===== src/rtl/cpwm_pkg.sv =====
package cpwm_pkg;

   localparam int CPWM_CMP_W = 16;
   localparam int CPWM_CNT_W = CPWM_CMP_W + 1;
   localparam int CPWM_RES_W = 3;

   typedef logic [CPWM_CMP_W-1:0] cmp_t;
   typedef logic [CPWM_CNT_W-1:0] cnt_t;
   typedef logic [CPWM_RES_W-1:0] res_t;

   typedef enum logic [CPWM_RES_W-1:0] {
      RES_8  = 3'd0,
      RES_9  = 3'd1,
      RES_10 = 3'd2,
      RES_11 = 3'd3,
      RES_16 = 3'd4
   } res_e;

   // mask of the low N bits for a resolution code
   function automatic cmp_t low_mask(input res_t code);
      cmp_t m;
      case (code)
         RES_9:   m = 16'h01FF;
         RES_10:  m = 16'h03FF;
         RES_11:  m = 16'h07FF;
         RES_16:  m = 16'hFFFF;
         default: m = 16'h00FF;
      endcase
      return m;
   endfunction

   // mask of the N+1 counter bits
   function automatic cnt_t cnt_mask(input res_t code);
      return {low_mask(code), 1'b1};
   endfunction

   // counter bit N, the half-period selector
   function automatic logic dir_bit(input cnt_t c, input res_t code);
      logic b;
      case (code)
         RES_9:   b = c[9];
         RES_10:  b = c[10];
         RES_11:  b = c[11];
         RES_16:  b = c[16];
         default: b = c[8];
      endcase
      return b;
   endfunction

endpackage


===== src/rtl/cpwm_counter.sv =====
module cpwm_counter
   import cpwm_pkg::*;
(
   input  logic clk_i,
   input  logic rst_i,
   input  logic en_i,
   input  res_t res_i,
   output cnt_t cnt_o,
   output logic last_o
);

   cnt_t mask_w;
   cnt_t cnt_q;
   cnt_t cnt_d;

   assign mask_w = cnt_mask(res_i);

   always_comb begin
      cnt_d = cnt_q;
      if (en_i) begin
         cnt_d = (cnt_q + cnt_t'(1)) & mask_w;
      end
   end

   always_ff @(posedge clk_i) begin
      if (rst_i) begin
         cnt_q <= '0;
      end else begin
         cnt_q <= cnt_d;
      end
   end

   assign cnt_o  = cnt_q;
   assign last_o = ((cnt_q & mask_w) == mask_w);

endmodule


===== src/rtl/cpwm_edge_match.sv =====
module cpwm_edge_match
   import cpwm_pkg::*;
(
   input  cnt_t cnt_i,
   input  res_t res_i,
   input  cmp_t cmp_i,
   output logic fall_o,
   output logic rise_o,
   output logic full_o
);

   cmp_t lmask_w;
   cmp_t cnt_lo_w;
   cmp_t cmp_lo_w;
   cmp_t inv_lo_w;
   cmp_t prev_lo_w;
   logic sel_w;

   assign lmask_w   = low_mask(res_i);
   assign cnt_lo_w  = cnt_i[CPWM_CMP_W-1:0] & lmask_w;
   assign cmp_lo_w  = cmp_i & lmask_w;
   assign inv_lo_w  = (~cmp_i) & lmask_w;
   assign prev_lo_w = (cnt_lo_w - cmp_t'(1)) & lmask_w;
   assign sel_w     = dir_bit(cnt_i, res_i);

   assign fall_o = sel_w && (cnt_lo_w == inv_lo_w);
   assign rise_o = !sel_w && (cmp_lo_w == prev_lo_w);
   assign full_o = (cmp_lo_w == lmask_w);

endmodule


===== src/rtl/cpwm_channel.sv =====
module cpwm_channel
   import cpwm_pkg::*;
#(
   parameter bit REG_POL = 1'b0
) (
   input  logic clk_i,
   input  logic rst_i,
   input  logic en_i,
   input  logic load_i,
   input  cnt_t cnt_i,
   input  res_t res_i,
   input  cmp_t cmp_i,
   input  logic pol_i,
   input  logic force_i,
   output cmp_t cmp_sh_o,
   output logic lvl_o,
   output logic full_o,
   output logic pwm_o
);

   cmp_t cmp_sh_q;
   logic lvl_q;
   logic fall_w;
   logic rise_w;
   logic full_w;

   always_ff @(posedge clk_i) begin
      if (rst_i) begin
         cmp_sh_q <= '0;
      end else if (load_i) begin
         cmp_sh_q <= cmp_i;
      end
   end

   cpwm_edge_match u_match (
      .cnt_i  (cnt_i),
      .res_i  (res_i),
      .cmp_i  (cmp_sh_q),
      .fall_o (fall_w),
      .rise_o (rise_w),
      .full_o (full_w)
   );

   always_ff @(posedge clk_i) begin
      if (rst_i) begin
         lvl_q <= 1'b0;
      end else if (en_i) begin
         if (full_w) begin
            lvl_q <= force_i;
         end else if (fall_w) begin
            lvl_q <= 1'b0;
         end else if (rise_w) begin
            lvl_q <= 1'b1;
         end
      end
   end

   generate
      if (REG_POL) begin : g_pol_reg
         logic pwm_q;
         always_ff @(posedge clk_i) begin
            if (rst_i) begin
               pwm_q <= 1'b0;
            end else begin
               pwm_q <= lvl_q ^ pol_i;
            end
         end
         assign pwm_o = pwm_q;
      end else begin : g_pol_comb
         assign pwm_o = lvl_q ^ pol_i;
      end
   endgenerate

   assign cmp_sh_o = cmp_sh_q;
   assign lvl_o    = lvl_q;
   assign full_o   = full_w;

endmodule


===== src/rtl/cpwm_center_pwm.sv =====
module cpwm_center_pwm
   import cpwm_pkg::*;
#(
   parameter int NUM_CH  = 4,
   parameter bit REG_POL = 1'b0
) (
   input  logic                       clk_i,
   input  logic                       rst_i,
   input  logic                       en_i,
   input  logic [CPWM_RES_W-1:0]      res_i,
   input  logic [NUM_CH*CPWM_CMP_W-1:0] cmp_i,
   input  logic [NUM_CH-1:0]          pol_i,
   input  logic [NUM_CH-1:0]          force_i,
   output logic [NUM_CH-1:0]          pwm_o
);

   localparam int CMP_BUS_W = NUM_CH * CPWM_CMP_W;

   generate
      if (NUM_CH < 1 || NUM_CH > 32) begin : g_bad_nch
         $error("cpwm_center_pwm: NUM_CH must lie in 1..32");
      end
      if (CMP_BUS_W != NUM_CH * 16) begin : g_bad_bus
         $error("cpwm_center_pwm: compare bus width mismatch");
      end
   endgenerate

   res_t res_q;
   cnt_t cnt_w;
   logic last_w;
   logic wrap_w;
   logic load_w;

   logic [CMP_BUS_W-1:0] cmp_sh_w;
   logic [NUM_CH-1:0]    lvl_w;
   logic [NUM_CH-1:0]    full_w;

   assign wrap_w = en_i && last_w;
   assign load_w = wrap_w || !en_i;

   always_ff @(posedge clk_i) begin
      if (rst_i) begin
         res_q <= RES_8;
      end else if (load_w) begin
         res_q <= res_i;
      end
   end

   cpwm_counter u_cnt (
      .clk_i  (clk_i),
      .rst_i  (rst_i),
      .en_i   (en_i),
      .res_i  (res_q),
      .cnt_o  (cnt_w),
      .last_o (last_w)
   );

   generate
      for (genvar ch = 0; ch < NUM_CH; ch++) begin : g_ch
         cpwm_channel #(
            .REG_POL (REG_POL)
         ) u_chan (
            .clk_i    (clk_i),
            .rst_i    (rst_i),
            .en_i     (en_i),
            .load_i   (load_w),
            .cnt_i    (cnt_w),
            .res_i    (res_q),
            .cmp_i    (cmp_i[ch*CPWM_CMP_W +: CPWM_CMP_W]),
            .pol_i    (pol_i[ch]),
            .force_i  (force_i[ch]),
            .cmp_sh_o (cmp_sh_w[ch*CPWM_CMP_W +: CPWM_CMP_W]),
            .lvl_o    (lvl_w[ch]),
            .full_o   (full_w[ch]),
            .pwm_o    (pwm_o[ch])
         );
      end
   endgenerate

endmodule


===== config.mk =====
export PLATFORM = sky130hd
export DESIGN_NAME = cpwm_center_pwm
export DESIGN_NICKNAME = d
export VERILOG_FILES = /design/src/rtl/cpwm_pkg.sv /design/src/rtl/cpwm_counter.sv /design/src/rtl/cpwm_edge_match.sv /design/src/rtl/cpwm_channel.sv /design/src/rtl/cpwm_center_pwm.sv
export SDC_FILE = /design/constraint.sdc
export NUM_CORES = 1
export LEC_CHECK = 0
export ABC_AREA = 1
export BUFFER_PORTS_ARGS = -buffer_cell sky130_fd_sc_hd__buf_2
export CORE_UTILIZATION = 64
export DETAILED_ROUTE_END_ITERATION = 6
export PLACE_DENSITY_LB_ADDON = 0.1
export SLEW_MARGIN = 40
export SYNTH_ARGS = -nofsm -noshare
export SYNTH_HDL_FRONTEND = slang
export SYNTH_SLANG_ARGS = --single-unit

===== constraint.sdc =====
create_clock -name clk_i -period 4.3 [get_ports clk_i]
set_input_delay 0.215 -clock clk_i [delete_from_list [all_inputs] [get_ports clk_i]]
set_output_delay 0.215 -clock clk_i [all_outputs]
set_load 0.1 [all_outputs]

After elaboration in Yosys (flattened, before gate mapping)
Cells that the tools add are included.

$add $sub $neg: 2. Equality and inequality tests: 17. Mux-type cells: 14. Bitwise gates (word level): 20. Reductions and logical operators: 20.

Operators by type and width (number): $eq 16x16->1 (12); $and 16x16->16 (10); $not 16->16 (4); $pmux 16 s4 (1); $and 17x17->17 (2); $add 17x1->17 const B (1); $eq 17x17->1 (1); $sub 16x1->16 const B (1); $mux 1 (12); $reduce_bool 3->1 (4); $logic_and 1x1->1 (9); $reduce_and 2->1 (4); $eq 3x2->1 const B (2); $pmux 1 s4 (1); $xor 1x1->1 (4); $eq 3x1->1 const B (1); $eq 3x3->1 const B (1); $logic_not 1->1 (2); $logic_or 1x1->1 (1).

Bits in registers: 88. Input bits: 78. Output and inout bits: 4. Logic and storage cells: 83.

Depth between registers and ports, before layout
Gate-level depths: netlist (run 1).

Word-level depth: 10. Gate-level depth with buffers: 21. Mapped depth without buffers: 20.

By module
A second synthesis (run 1) with hierarchy kept.

Cell total of the unflattened synthesis: 1214. Area total of the unflattened synthesis: 7598.5 µm².

By module, submodules not included: cpwm_edge_match (instances 4, cells each 178, area each 987.2 µm², sequential area each 0.0 µm²); cpwm_channel (instances 4, cells each 81, area each 625.6 µm², sequential area each 340.3 µm²); cpwm_counter (instances 1, cells each 155, area each 1006.0 µm², sequential area each 340.3 µm²); cpwm_center_pwm (instances 1, cells each 23, area each 141.4 µm², sequential area each 60.1 µm²).

Worst setup path after synthesis (run 1)
Ideal clock, no wire load.

Path type: register to register. Start point: register u_cnt.cnt_q[0], in the netlist u_cnt.cnt_o[0]. End point: register g_ch[2].u_chan.lvl_q. Setup time: 0.066 ns. Arrival: 2.061 ns. Required time: 4.234 ns. Slack: 2.172 ns. Cell stages (with the launch flop): 20. Buffers on the path: 1. Clock period less this slack: 2.128 ns. Path through: dfxtp_1 clkbuf_2 inv_2 ha_1 nand2_2 nor2_2 nand3_1 nor2_2 nand3_1 nand2_2 nand2_2 nand2_1 nand2_1 inv_1 nand2_1 nor2_1 nand3_1 nand2_1 nand2_1 a21oi_2.

Longest elaborated chain between the ends: 7. Elaborated cells on any way between the ends: 11. Classes of those cells: add/sub (1); eq/ne (2); mux (2); bitwise (2); reduce/logical (4).

RTL lines: start, declared (line cpwm_counter.sv:13) `cnt_t cnt_q;`; start signal, assigned (line cpwm_counter.sv:29) `cnt_q <= cnt_d;`; $and 16x16->16; $sub 16x1->16; $and 16x16->16; via g_ch[0].u_chan.u_match.prev_lo_w[0] (line cpwm_edge_match.sv:16) `cmp_t prev_lo_w;`; $eq 16x16->1 (line cpwm_edge_match.sv:27) `assign rise_o = !sel_w && (cmp_lo_w == prev_lo_w);`; $logic_and 1x1->1 (line cpwm_edge_match.sv:27); $reduce_bool 3->1 (no source line); $reduce_and 2->1 (no source line); end signal, assigned (line cpwm_channel.sv:49) `lvl_q <= force_i;`; end, declared (line cpwm_channel.sv:22) `logic lvl_q;`.

The timed path passes the listed nets, and every way through them passes these cells. A chain may end at the register's enable or synchronous reset.

Worst setup path in the final report (run 1)
Start point: register u_cnt.cnt_q[12], in the netlist u_cnt.cnt_o[12]. End point: register g_ch[0].u_chan.cmp_sh_q[10].

Longest elaborated chain between the ends: 4.

RTL lines: $and 17x17->17 (line cpwm_counter.sv:34) `assign last_o = ((cnt_q & mask_w) == mask_w);`; $eq 17x17->1 (line cpwm_counter.sv:34); $logic_and 1x1->1 (line cpwm_center_pwm.sv:38) `assign wrap_w = en_i && last_w;`; $logic_or 1x1->1 (line cpwm_center_pwm.sv:39) `assign load_w = wrap_w || !en_i;`; end signal, assigned (line cpwm_channel.sv:31) `cmp_sh_q <= cmp_i;`; end, declared (line cpwm_channel.sv:21) `cmp_t cmp_sh_q;`.

Every way passes these cells.

==> results_dict.tcl, run 1 <==
set metrics [dict create \
    finClkSkew_ns 0.0207 \
    rows 36 \
    avgViaCountPerCell 5.87 \
    cp-startpoint "u_cnt.cnt_o[12]" \
    criticalPathCategory "flip-flop to flip-flop" \
    synth-compound-area-share_pct 15.0 \
    cp_max_fo 51 \
    antenna_found_initial 0 \
    numClockSinks 88 \
    drt_wl_total_um 21000 \
    clockBufferDepth 2 \
    synth_area_um2 6440 \
    cts_buffers 9 \
    n_antenna_cell 0 \
    finalCritPeriodShare_pct 72.8 \
    tightest_slew_ns 0.747 \
    rsz0062_at_grt "no" \
    gp_congestion 1.12 \
    floorplan.initialDensity_pct 65.9 \
    coreArea_um2 9770 \
    syn_area_per_cell_um2 6.12 \
    drive_above_1_share_pct 13.6 \
    grt_pass1_wl_um 32700 \
    start_kind "flip-flop" \
    firstDrtPassIters 6 \
    hpwlAfterDp_um 16200 \
    synthTopCellsByArea "dfxtp_1, nand2_1, nor2_1" \
    die_h_um 102 \
    grt_max_degree 77 \
    muxShareOfSynthArea_pct 0 \
    timing.final.crit_period_ns 3.13 \
    syn_nets 1132 \
    wl_per_cell_um 17.0 \
    leakagePower_nw 3.26 \
    drt_iter0_markers 913 \
    hold_viol 0 \
    ctsResizeCount 0 \
    layout_common_cells "nand2_1, nor2_1, o21ai_0, inv_1, dfxtp_1" \
    cts_setup_buffers 0 \
    hold_buffers 0 \
    cts-htree-levels 3 \
    max_freq_mhz 319 \
    synth-async-reset-ratio_pct 0 \
    root_buffer "clkbuf_8" \
    layout_setup_ws_ns 1.17 \
    vdd_drop_max_mv 0.323 \
    drc_errors 0 \
    r2r-start "u_cnt.cnt_o[12]" \
    place_worst_setup_slack_ns 1.28 \
    io_pins 82 \
    status "finished, final reports clean" \
    fin_nets 1180 \
    synth_cells 1052 \
    yosysTopAreaCellShare_pct 27.3 \
    antenna_left 0 \
    synthXorXnorAreaFrac_pct 5.98 \
    crit_path_end_kind "flip-flop" \
    dp_cells 1222 \
    synth_edf_count 0 \
    slew_violations 0 \
    ys_seq_area_share_pct 27.3 \
    required_ns 4.57 \
    cts_tree "done" \
    min_from "cmp_i[52]" \
    synth_top_family_by_area "simple AND/OR/NAND/NOR gates" \
    synth_seq_cells 88 \
    crit_arrival_ns 3.40 \
    yosys.area_share.simple_pct 40.8 \
    hp-class "input port to flip-flop" \
    layout_commonest_cell "nand2_1" \
    yosysWarnings 0 \
    synth_cell_type_count 46 \
    grt_remaining_overflow 0 \
    setup-tns-final_ns 0 \
    yosysTopAreaCell "dfxtp_1" \
    max_slew_margin_pct 50.1 \
    cap_violations 0 \
    syn_to_final_growth_pct 8.31 \
    portBuffers 81 \
    grt_usage_pct 41.9 \
    cts.clk_slew.worst_paths_ns 0.11 \
    vias 7268 \
    die_w_um 102 \
    ff2ff_setup_slack_ns 1.17 \
    num-fill-cells 851 \
    synth_adder_area_share_pct 0.388 \
    grt_pass1_vias 6500 \
    stdcell_count 1238 \
    setup_viol 0 \
    clk_latency_ns 0.40 \
    synth_flop_cell "dfxtp_1" \
    die_area_um2 10500 \
    powerDensity_nw_per_um2 285 \
]
-- cell usage after synthesis, types with 2 or more instances --
| cell type | instances |
|---|---|
| a211oi_1 | 4 |
| a21oi_1 | 56 |
| a21oi_2 | 4 |
| buf_1 | 2 |
| buf_2 | 21 |
| buf_4 | 8 |
| buf_6 | 2 |
| clkbuf_1 | 15 |
| clkbuf_2 | 2 |
| clkinv_1 | 3 |
| dfxtp_1 | 88 |
| ha_1 | 2 |
| inv_1 | 100 |
| inv_2 | 6 |
| nand2_1 | 234 |
| nand2_2 | 11 |
| nand2_4 | 4 |
| nand3_1 | 81 |
| nand3_2 | 10 |
| nand3b_1 | 13 |
| nand4_1 | 24 |
| nor2_1 | 165 |
| nor2_2 | 4 |
| nor2_4 | 3 |
| nor3_1 | 15 |
| nor4_1 | 9 |
| o2111ai_1 | 3 |
| o21ai_0 | 99 |
| o21ai_1 | 3 |
| o22ai_1 | 3 |
| xnor2_1 | 11 |
| xor2_1 | 33 |
-- layout make-up --
cell class              instances  area (µm²)  share of cell area, %
clock buffers                  11         141                   2.03
clock inverters                 5        38.8                  0.556
inverters                     110         415                   5.95
multi-input cells             804        4000                   57.4
flip-flops and latches         88        1760                   25.2
well taps                     133         166                   2.38
repair buffers                 87         450                   6.46
-- worst paths after layout --
kind | end | cells past startpoint
worst min-delay path | g_ch[3].u_chan.cmp_sh_o[4] | 3
worst max register to register | g_ch[0].u_chan.cmp_sh_o[10] | 11
worst max-delay path | g_ch[0].u_chan.cmp_sh_o[10] | 11
worst min register to register | g_ch[0].u_chan.lvl_o | 2
-- per-stage QoR --
step	power (mW)	instance area (µm²)	hold slack (ns)	util, %
after global routing	2.08	6980	0.0454	71.4
after global placement	1.42	6800	0.436	69.5
after CTS	1.97	6980	0.0364	71.4
final	1.99	6980	0.0451	71.4
after floorplan	1.29	6440	0.350	-
after detailed placement	1.43	6800	0.441	69.5
-- kinds of logic after synthesis --
group	count (synthesis)
buffers and inverters	160
AO/OA/AOI/OAI	179
adder cells (fa/ha/maj)	2
XOR/XNOR	44
flip-flops	88
AND/OR/NAND/NOR	579
-- report_power, final --
part	switching [mW]	internal, mW
logic	0.345	0.169
clock network	0.328	0.230
registers	0.0562	0.860
-- state kept, by name, summed over array words and instances, names as in the netlist --
| register | cells |
|---|---|
| u_cnt.cnt_o | 17 |
| g_ch.u_chan.lvl_o | 4 |
| res_q | 3 |
| g_ch.u_chan.cmp_sh_o | 64 |
-- layer usage --
| metal | GRT usage, % | wire length, µm | up-vias |
|---|---|---|---|
| met5 | 0 | 0 | - |
| li1 | - | - | 3514 |
| met3 | 10.8 | 2790 | 74 |
| met4 | 21.1 | 963 | 0 |
| met2 | 59.6 | 8310 | 471 |
| met1 | 58.1 | 8920 | 3209 |
-- worst max-delay path, cell delays in order, from the launching register on --
cell       delay (ns)
dfxtp_1          0.59
inv_1            0.21
nor3_1           0.30
nand2_1          0.11
nor2_1           0.20
o2111ai_1        0.23
nand2_1          0.11
buf_4            0.26
inv_2            0.34
buf_4            0.36
o21ai_0          0.22
a21oi_1          0.06
Power figures use the tool's default switching activity.
==> run 2, diff against run 1 <==
--- a/config.mk
+++ b/config.mk
@@ -7,7 +7,7 @@
 export LEC_CHECK = 0
 export ABC_AREA = 1
 export BUFFER_PORTS_ARGS = -buffer_cell sky130_fd_sc_hd__buf_2
-export CORE_UTILIZATION = 64
+export CORE_UTILIZATION = 54
 export DETAILED_ROUTE_END_ITERATION = 6
 export PLACE_DENSITY_LB_ADDON = 0.1
 export SLEW_MARGIN = 40
==> constraint.sdc (replaced) <==
create_clock -name clk_i -period 2.51 [get_ports clk_i]
set_input_delay 0.1255 -clock clk_i [delete_from_list [all_inputs] [get_ports clk_i]]
set_output_delay 0.1255 -clock clk_i [all_outputs]
set_load 0.1 [all_outputs]
==> run 2 against run 1 <==
Compared with the run above:
- non-clock buffer count increased by 68
- via count increased by 4.2%
- the run now ends with DRC, hold timing left
- register-to-register slack got worse by 1.0 ns
- critical path type unchanged
- combinational power increased by 98%
- core utilization decreased by 4.0 points
==> results_dict.tcl, run 2 (synthesis gave the netlist of run 1 again) <==
set metrics [dict create \
    status "finished with violations" \
    violations "DRC, hold timing" \
    reg2regPathDepth 16 \
    slew_violations 0 \
    drive_above_1_share_pct 18.9 \
    ff2ff_setup_slack_ns 0.15 \
    powerDensity_nw_per_um2 523 \
    crit_arrival_ns 2.61 \
    power_mw 4.05 \
    cts.clk_slew.worst_paths_ns 0.08 \
    p_int_mw 2.67 \
    drt_wl_total_um 22900 \
    grt_remaining_overflow 0 \
    grt_pass1_vias 6911 \
    p_clk_share_pct 36.5 \
    vdd_drop_max_mv 0.465 \
    placed_area_um2 7310 \
    vias 7576 \
    clk_latency_ns 0.36 \
    avgViaCountPerCell 5.76 \
    switching_share_pct 34.1 \
    postLayoutCoreUtil_pct 67.4 \
    firstDrtPassIters 7 \
    finClkSkew_ns 0.0102 \
    numClockSinks 88 \
    hold_viol 1 \
    largest_reg_flops 64 \
    tightest_slew_ns 0.505 \
    die_w_um 111 \
    grt_usage_pct 37.9 \
    pwr-share-comb_pct 25.1 \
    timing.final.crit_period_ns 2.36 \
    fin_nets 1248 \
    finalCritPeriodShare_pct 93.9 \
    min_to "g_ch[3].u_chan.cmp_sh_o[8]" \
    die_h_um 111 \
    clockBufferDepth 2 \
    cts-htree-levels 3 \
    layout_commonest_cell "nand2_1" \
    io_pins 82 \
    cts_setup_buffers 0 \
    cap_violations 0 \
    whs_ns -0.00109 \
    max_freq_mhz 424 \
    worst_r2r_endpoint "g_ch[0].u_chan.lvl_o" \
    start_kind "flip-flop" \
    floorplan.initialDensity_pct 55.9 \
    hold_depth 3 \
    cts_tree "done" \
    antenna_found_initial 0 \
    max_slew_margin_pct 66.3 \
    rows 39 \
    root_buffer "clkbuf_16" \
    leakagePower_nw 3.68 \
    final_area_um2 7760 \
    setup_viol 0 \
    hp-class "input port to flip-flop" \
    cts_buffers 9 \
    die_area_um2 12400 \
    p_seq_share_pct 38.5 \
    min_from "cmp_i[56]" \
    coreArea_um2 11500 \
    setup-tns-final_ns 0 \
    wl_per_cell_um 17.4 \
    crit_path_frequent_cell "nand2_1" \
    grt_max_degree 35 \
    drt_iter0_markers 986 \
    portBuffers 81 \
    drc_errors 10 \
    n_antenna_cell 0 \
    criticalPathCategory "flip-flop to flip-flop" \
    antenna_left 0 \
    r2r-start "res_q[1]" \
    crit_chain "nor2_4, nand2_2, buf_12, inv_4, nand2_1, nand2_1, nor2_2, nand3_1, nand2_1, nand3_1, nand3_1, nor2_1, nand3_1, nand2_1, nand2_1, a21oi_2" \
    cp_max_fo 19 \
    layout_common_cells "nand2_1, nor2_1, o21ai_0, inv_1, dfxtp_1" \
    required_ns 2.76 \
    gp_congestion 1.04 \
    worst_path_max_delay_cell "dfxtp_1" \
    crit_path_end_kind "flip-flop" \
    p_sw_mw 1.38 \
    syn_to_final_growth_pct 20.4 \
    grt_pass1_wl_um 36200 \
    hpwlAfterDp_um 18100 \
    max_stage_delay_ns 0.43 \
]
-- run 2: changes by cell type in the layout (fill, tap and decap cells not counted), sizes merged --
cell / before / now
bufinv: 0 / 1
dlygate4sd3: 0 / 8
inv: 108 / 111
clkbuf: 11 / 10
clkinv: 6 / 4
buf: 87 / 147
clkinvlp: 1 / 0
-- run 2: layer usage --
metal  track usage, %  vias to the layer above  part of all wire (%)
met5                0                        -                     0
met4             14.1                        0                   3.2
met3             7.98                       61                    12
met2             53.4                      470                    39
met1             56.0                     3382                    46
li1                 -                     3663                     -
-- run 2: worst max-delay path by stage --
stage / startpoint / endpoint / slack (ns) / depth (start not counted)
3_5_place_dp: u_cnt.cnt_o[1] / g_ch[3].u_chan.lvl_o / 0.06 / 16
4_1_cts: u_cnt.cnt_o[1] / g_ch[1].u_chan.lvl_o / 0.02 / 18
6_report: res_q[1] / g_ch[0].u_chan.lvl_o / 0.15 / 16
5_1_grt: u_cnt.cnt_o[1] / g_ch[1].u_chan.lvl_o / -0.003 / 18
2_1_floorplan: u_cnt.cnt_o[0] / g_ch[2].u_chan.lvl_o / 0.38 / 19
3_3_place_gp: u_cnt.cnt_o[1] / g_ch[3].u_chan.lvl_o / 0.09 / 16
-- run 2: repair_timing --
item	CTS	global route
hold buffers	8	0
endpoints found under the setup margin	0	22
endpoints found under the hold margin	8	0
gates resized for setup	0	14
-- run 2: final cells by class --
cell class	count	area, µm²
fill	1074	3760
multi-input combinational	804	4060
clock buffer	10	239
inverter	110	415
timing repair buffer	155	1030
sequential	88	1760
clock inverter	6	72.6
tap	143	179
-- run 2: power groups by stage --
stage	registers (mW)	clock network (mW)	logic, mW
final	1.56	1.48	1.02
after global routing	1.57	1.53	1.12
after CTS	1.55	1.48	0.972
after detailed placement	1.58	0	0.956
after global placement	1.58	0	0.955
after floorplan	1.55	0	0.652
-- run 2: critical path, delay by kind of cell (launching register included) --
family / cells / cell delay, ns
and+or+nand+nor: 13 / 1.48
DFF: 1 / 0.43
AOI/OAI and AO/OA: 1 / 0.05
buffers and inverters: 2 / 0.26
-- run 2: through the flow --
| stage | setup slack, ns | instances |
|---|---|---|
| 5_1_grt | -0.00275 | 1316 |
| 3_5_place_dp | 0.0563 | 1292 |
| 2_1_floorplan | 0.382 | 1052 |
| 6_report | 0.152 | 1316 |
| 3_3_place_gp | 0.0907 | 1292 |
| 4_1_cts | 0.0230 | 1316 |
==> run 3, diff against run 2 <==
--- a/config.mk
+++ b/config.mk
@@ -5,9 +5,8 @@
 export SDC_FILE = /design/constraint.sdc
 export NUM_CORES = 1
 export LEC_CHECK = 0
-export ABC_AREA = 1
 export BUFFER_PORTS_ARGS = -buffer_cell sky130_fd_sc_hd__buf_2
-export CORE_UTILIZATION = 54
+export CORE_UTILIZATION = 63
 export DETAILED_ROUTE_END_ITERATION = 6
 export PLACE_DENSITY_LB_ADDON = 0.1
 export SLEW_MARGIN = 40
==> constraint.sdc (replaced) <==
create_clock -name clk_i -period 2.9 [get_ports clk_i]
set_input_delay 0.145 -clock clk_i [delete_from_list [all_inputs] [get_ports clk_i]]
set_output_delay 0.145 -clock clk_i [all_outputs]
set_load 0.1 [all_outputs]
==> run 3 against run 2 <==
Compared with the run above:
- the flow now finishes without violations
- die area is 21% lower
- routed wire length is 18% lower
- hold slack better by 0.0058 ns
- register-to-register slack worse by 0.04 ns
- clock skew is 0.010 ns higher
- critical endpoint is now g_ch[2].u_chan.lvl_o
==> results_dict.tcl, run 3 <==
set metrics [dict create \
    p_clk_share_pct 28.6 \
    leakagePower_nw 2.84 \
    numClockSinks 88 \
    synth-async-reset-ratio_pct 0 \
    grt_pass1_vias 5731 \
    setup-tns-final_ns 0 \
    avgViaCountPerCell 6.15 \
    drive_above_1_share_pct 19.6 \
    io_pins 82 \
    hold_viol 0 \
    portBuffers 81 \
    p_int_mw 1.98 \
    start_kind "flip-flop" \
    cts_buffers 9 \
    largest_reg_flops 64 \
    yosysTopAreaCellShare_pct 29.7 \
    clockBufferDepth 2 \
    finClkSkew_ns 0.0207 \
    ys_seq_area_share_pct 29.7 \
    setup_viol 0 \
    floorplan.initialDensity_pct 64.6 \
    synth_commonest_cells "nand2_1, dfxtp_1, a21oi_1" \
    synth_adder_area_share_pct 0.421 \
    stdcell_count 972 \
    synthTopCellsByArea "dfxtp_1, xnor2_1, nand2_1" \
    synth_cells 761 \
    tightest_slew_ns 0.566 \
    syn_nets 841 \
    drc_errors 0 \
    cts.clk_slew.worst_paths_ns 0.11 \
    rsz0062_at_grt "no" \
    n_antenna_cell 0 \
    synth-compound-area-share_pct 17.8 \
    status "finished, final reports clean" \
    synth_top_family_by_area "XOR/XNOR gates" \
    synthXorXnorAreaFrac_pct 23.5 \
    p_seq_share_pct 44.5 \
    coreArea_um2 9200 \
    gp_congestion 1.00 \
    synth_seq_cells 88 \
    die_w_um 99.1 \
    hp-class "input port to flip-flop" \
    ff2ff_setup_slack_ns 0.12 \
    vdd_drop_max_mv 0.394 \
    cts_tree "done" \
    slew_violations 0 \
    syn_area_per_cell_um2 7.80 \
    drt_wl_total_um 18700 \
    die_area_um2 9820 \
    yosysMostFrequentCell "nand2_1" \
    grt_usage_pct 39.0 \
    max_freq_mhz 359 \
    fin_nets 936 \
    layout_common_cells "nand2_1, dfxtp_1, a21oi_1, buf_2, xnor2_1" \
    yosysWarnings 0 \
    layout_commonest_cell "nand2_1" \
    yosysTopAreaCell "dfxtp_1" \
    required_ns 3.20 \
    p_sw_mw 1.06 \
    crit_path_end_kind "flip-flop" \
    firstDrtPassIters 5 \
    finalCritPeriodShare_pct 96.0 \
    grt_pass1_wl_um 29700 \
    grt_remaining_overflow 0 \
    root_buffer "clkbuf_8" \
    rows 35 \
    synth_flop_cell "dfxtp_1" \
    drt_iter0_markers 641 \
    wl_per_cell_um 19.2 \
    synth_edf_count 0 \
    synth_cell_type_count 68 \
    cts-htree-levels 3 \
    muxShareOfSynthArea_pct 1.37 \
    timing.final.crit_period_ns 2.78 \
    antenna_left 0 \
    crit_arrival_ns 3.08 \
    powerDensity_nw_per_um2 436 \
    clk_latency_ns 0.38 \
    vias 5981 \
    die_h_um 99.1 \
    max_slew_margin_pct 62.2 \
    hpwlAfterDp_um 14100 \
    criticalPathCategory "flip-flop to flip-flop" \
    cap_violations 0 \
    switching_share_pct 34.8 \
    cp_max_fo 6 \
    antenna_found_initial 0 \
    syn_to_final_growth_pct 17.3 \
    grt_max_degree 52 \
    synth_area_um2 5940 \
    pwr-share-comb_pct 27.0 \
    yosys.area_share.simple_pct 21.8 \
    dp_cells 937 \
]
-- run 3: layout make-up --
| class | instances | area [µm²] |
|---|---|---|
| clock buffers | 9 | 124 |
| multi-input cells | 603 | 3890 |
| fillers | 701 | 2230 |
| flip-flops and latches | 88 | 1760 |
| well taps | 111 | 139 |
| repair buffers | 148 | 953 |
| inverters | 6 | 22.5 |
| clock inverters | 7 | 72.6 |
-- run 3: metrics by stage --
| stage | hold WS [ns] | area (µm²) | utilization [%] | power (mW) | setup WS, ns |
|---|---|---|---|---|---|
| floorplan | 0.285 | 5940 | - | 1.90 | 0.102 |
| global placement | 0.389 | 6550 | 71.2 | 2.13 | 0.165 |
| detailed placement | 0.394 | 6550 | 71.2 | 2.15 | 0.0190 |
| CTS | 0.000261 | 6930 | 75.3 | 3.02 | 0.0303 |
| global route | 0.00495 | 6970 | 75.7 | 3.16 | 0.0313 |
| finish | 0.00470 | 6970 | 75.7 | 3.04 | 0.116 |
-- run 3: critical path: stages, from the launching register on --
cell      delay, ns
dfxtp_1        0.41
nor3_1         0.42
nand3b_2       0.24
a211oi_1       0.45
xnor3_1        0.20
a21boi_1       0.18
a41oi_1        0.16
a2111o_1       0.41
a311oi_1       0.25
-- run 3: kinds of logic (layout without fill, tap and decap cells) --
| family | count (synthesis) | after routing |
|---|---|---|
| buffers and inverters | 70 | 170 |
| xor gates and xnor gates | 152 | 152 |
| AOI/OAI and AO/OA | 165 | 165 |
| DFF | 88 | 88 |
| and+or+nand+nor | 276 | 276 |
| muxes | 8 | 8 |
| adders and majority gates | 2 | 2 |
-- run 3: worst paths after layout --
| check | from | end | cells after the start |
|---|---|---|---|
| worst max-delay path | u_cnt.cnt_o[2] | g_ch[2].u_chan.lvl_o | 8 |
| worst min-delay path | cmp_i[44] | g_ch[2].u_chan.cmp_sh_o[12] | 3 |
| worst max register to register | u_cnt.cnt_o[2] | g_ch[2].u_chan.lvl_o | 8 |
| worst min register to register | g_ch[0].u_chan.cmp_sh_o[5] | g_ch[0].u_chan.cmp_sh_o[5] | 2 |
-- run 3: what timing repair did --
action                     4_1_cts  5_1_grt
buffers inserted                 0        1
hold endpoints to repair        18        0
resized for setup                0        7
hold buffers                    18        0
setup endpoints to repair        0        3
-- run 3: metal layers --
layer  vias to the layer above  wire (µm)  part of all wire, %  track usage (%)
li1                       2818          -                    -                -
met1                      2765       7720                   41             52.1
met2                       347       8360                   45             61.5
met3                        51       1960                   11             7.94
met4                         0        652                  3.5             16.7
met5                         -          0                    0                0
-- run 3: power by group through the flow --
| stage | logic (mW) | registers, mW | clock network (mW) |
|---|---|---|---|
| 4_1_cts | 0.794 | 1.35 | 0.875 |
| 6_report | 0.820 | 1.35 | 0.868 |
| 3_5_place_dp | 0.773 | 1.38 | 0 |
| 2_1_floorplan | 0.564 | 1.34 | 0 |
| 5_1_grt | 0.887 | 1.36 | 0.913 |
| 3_3_place_gp | 0.757 | 1.37 | 0 |
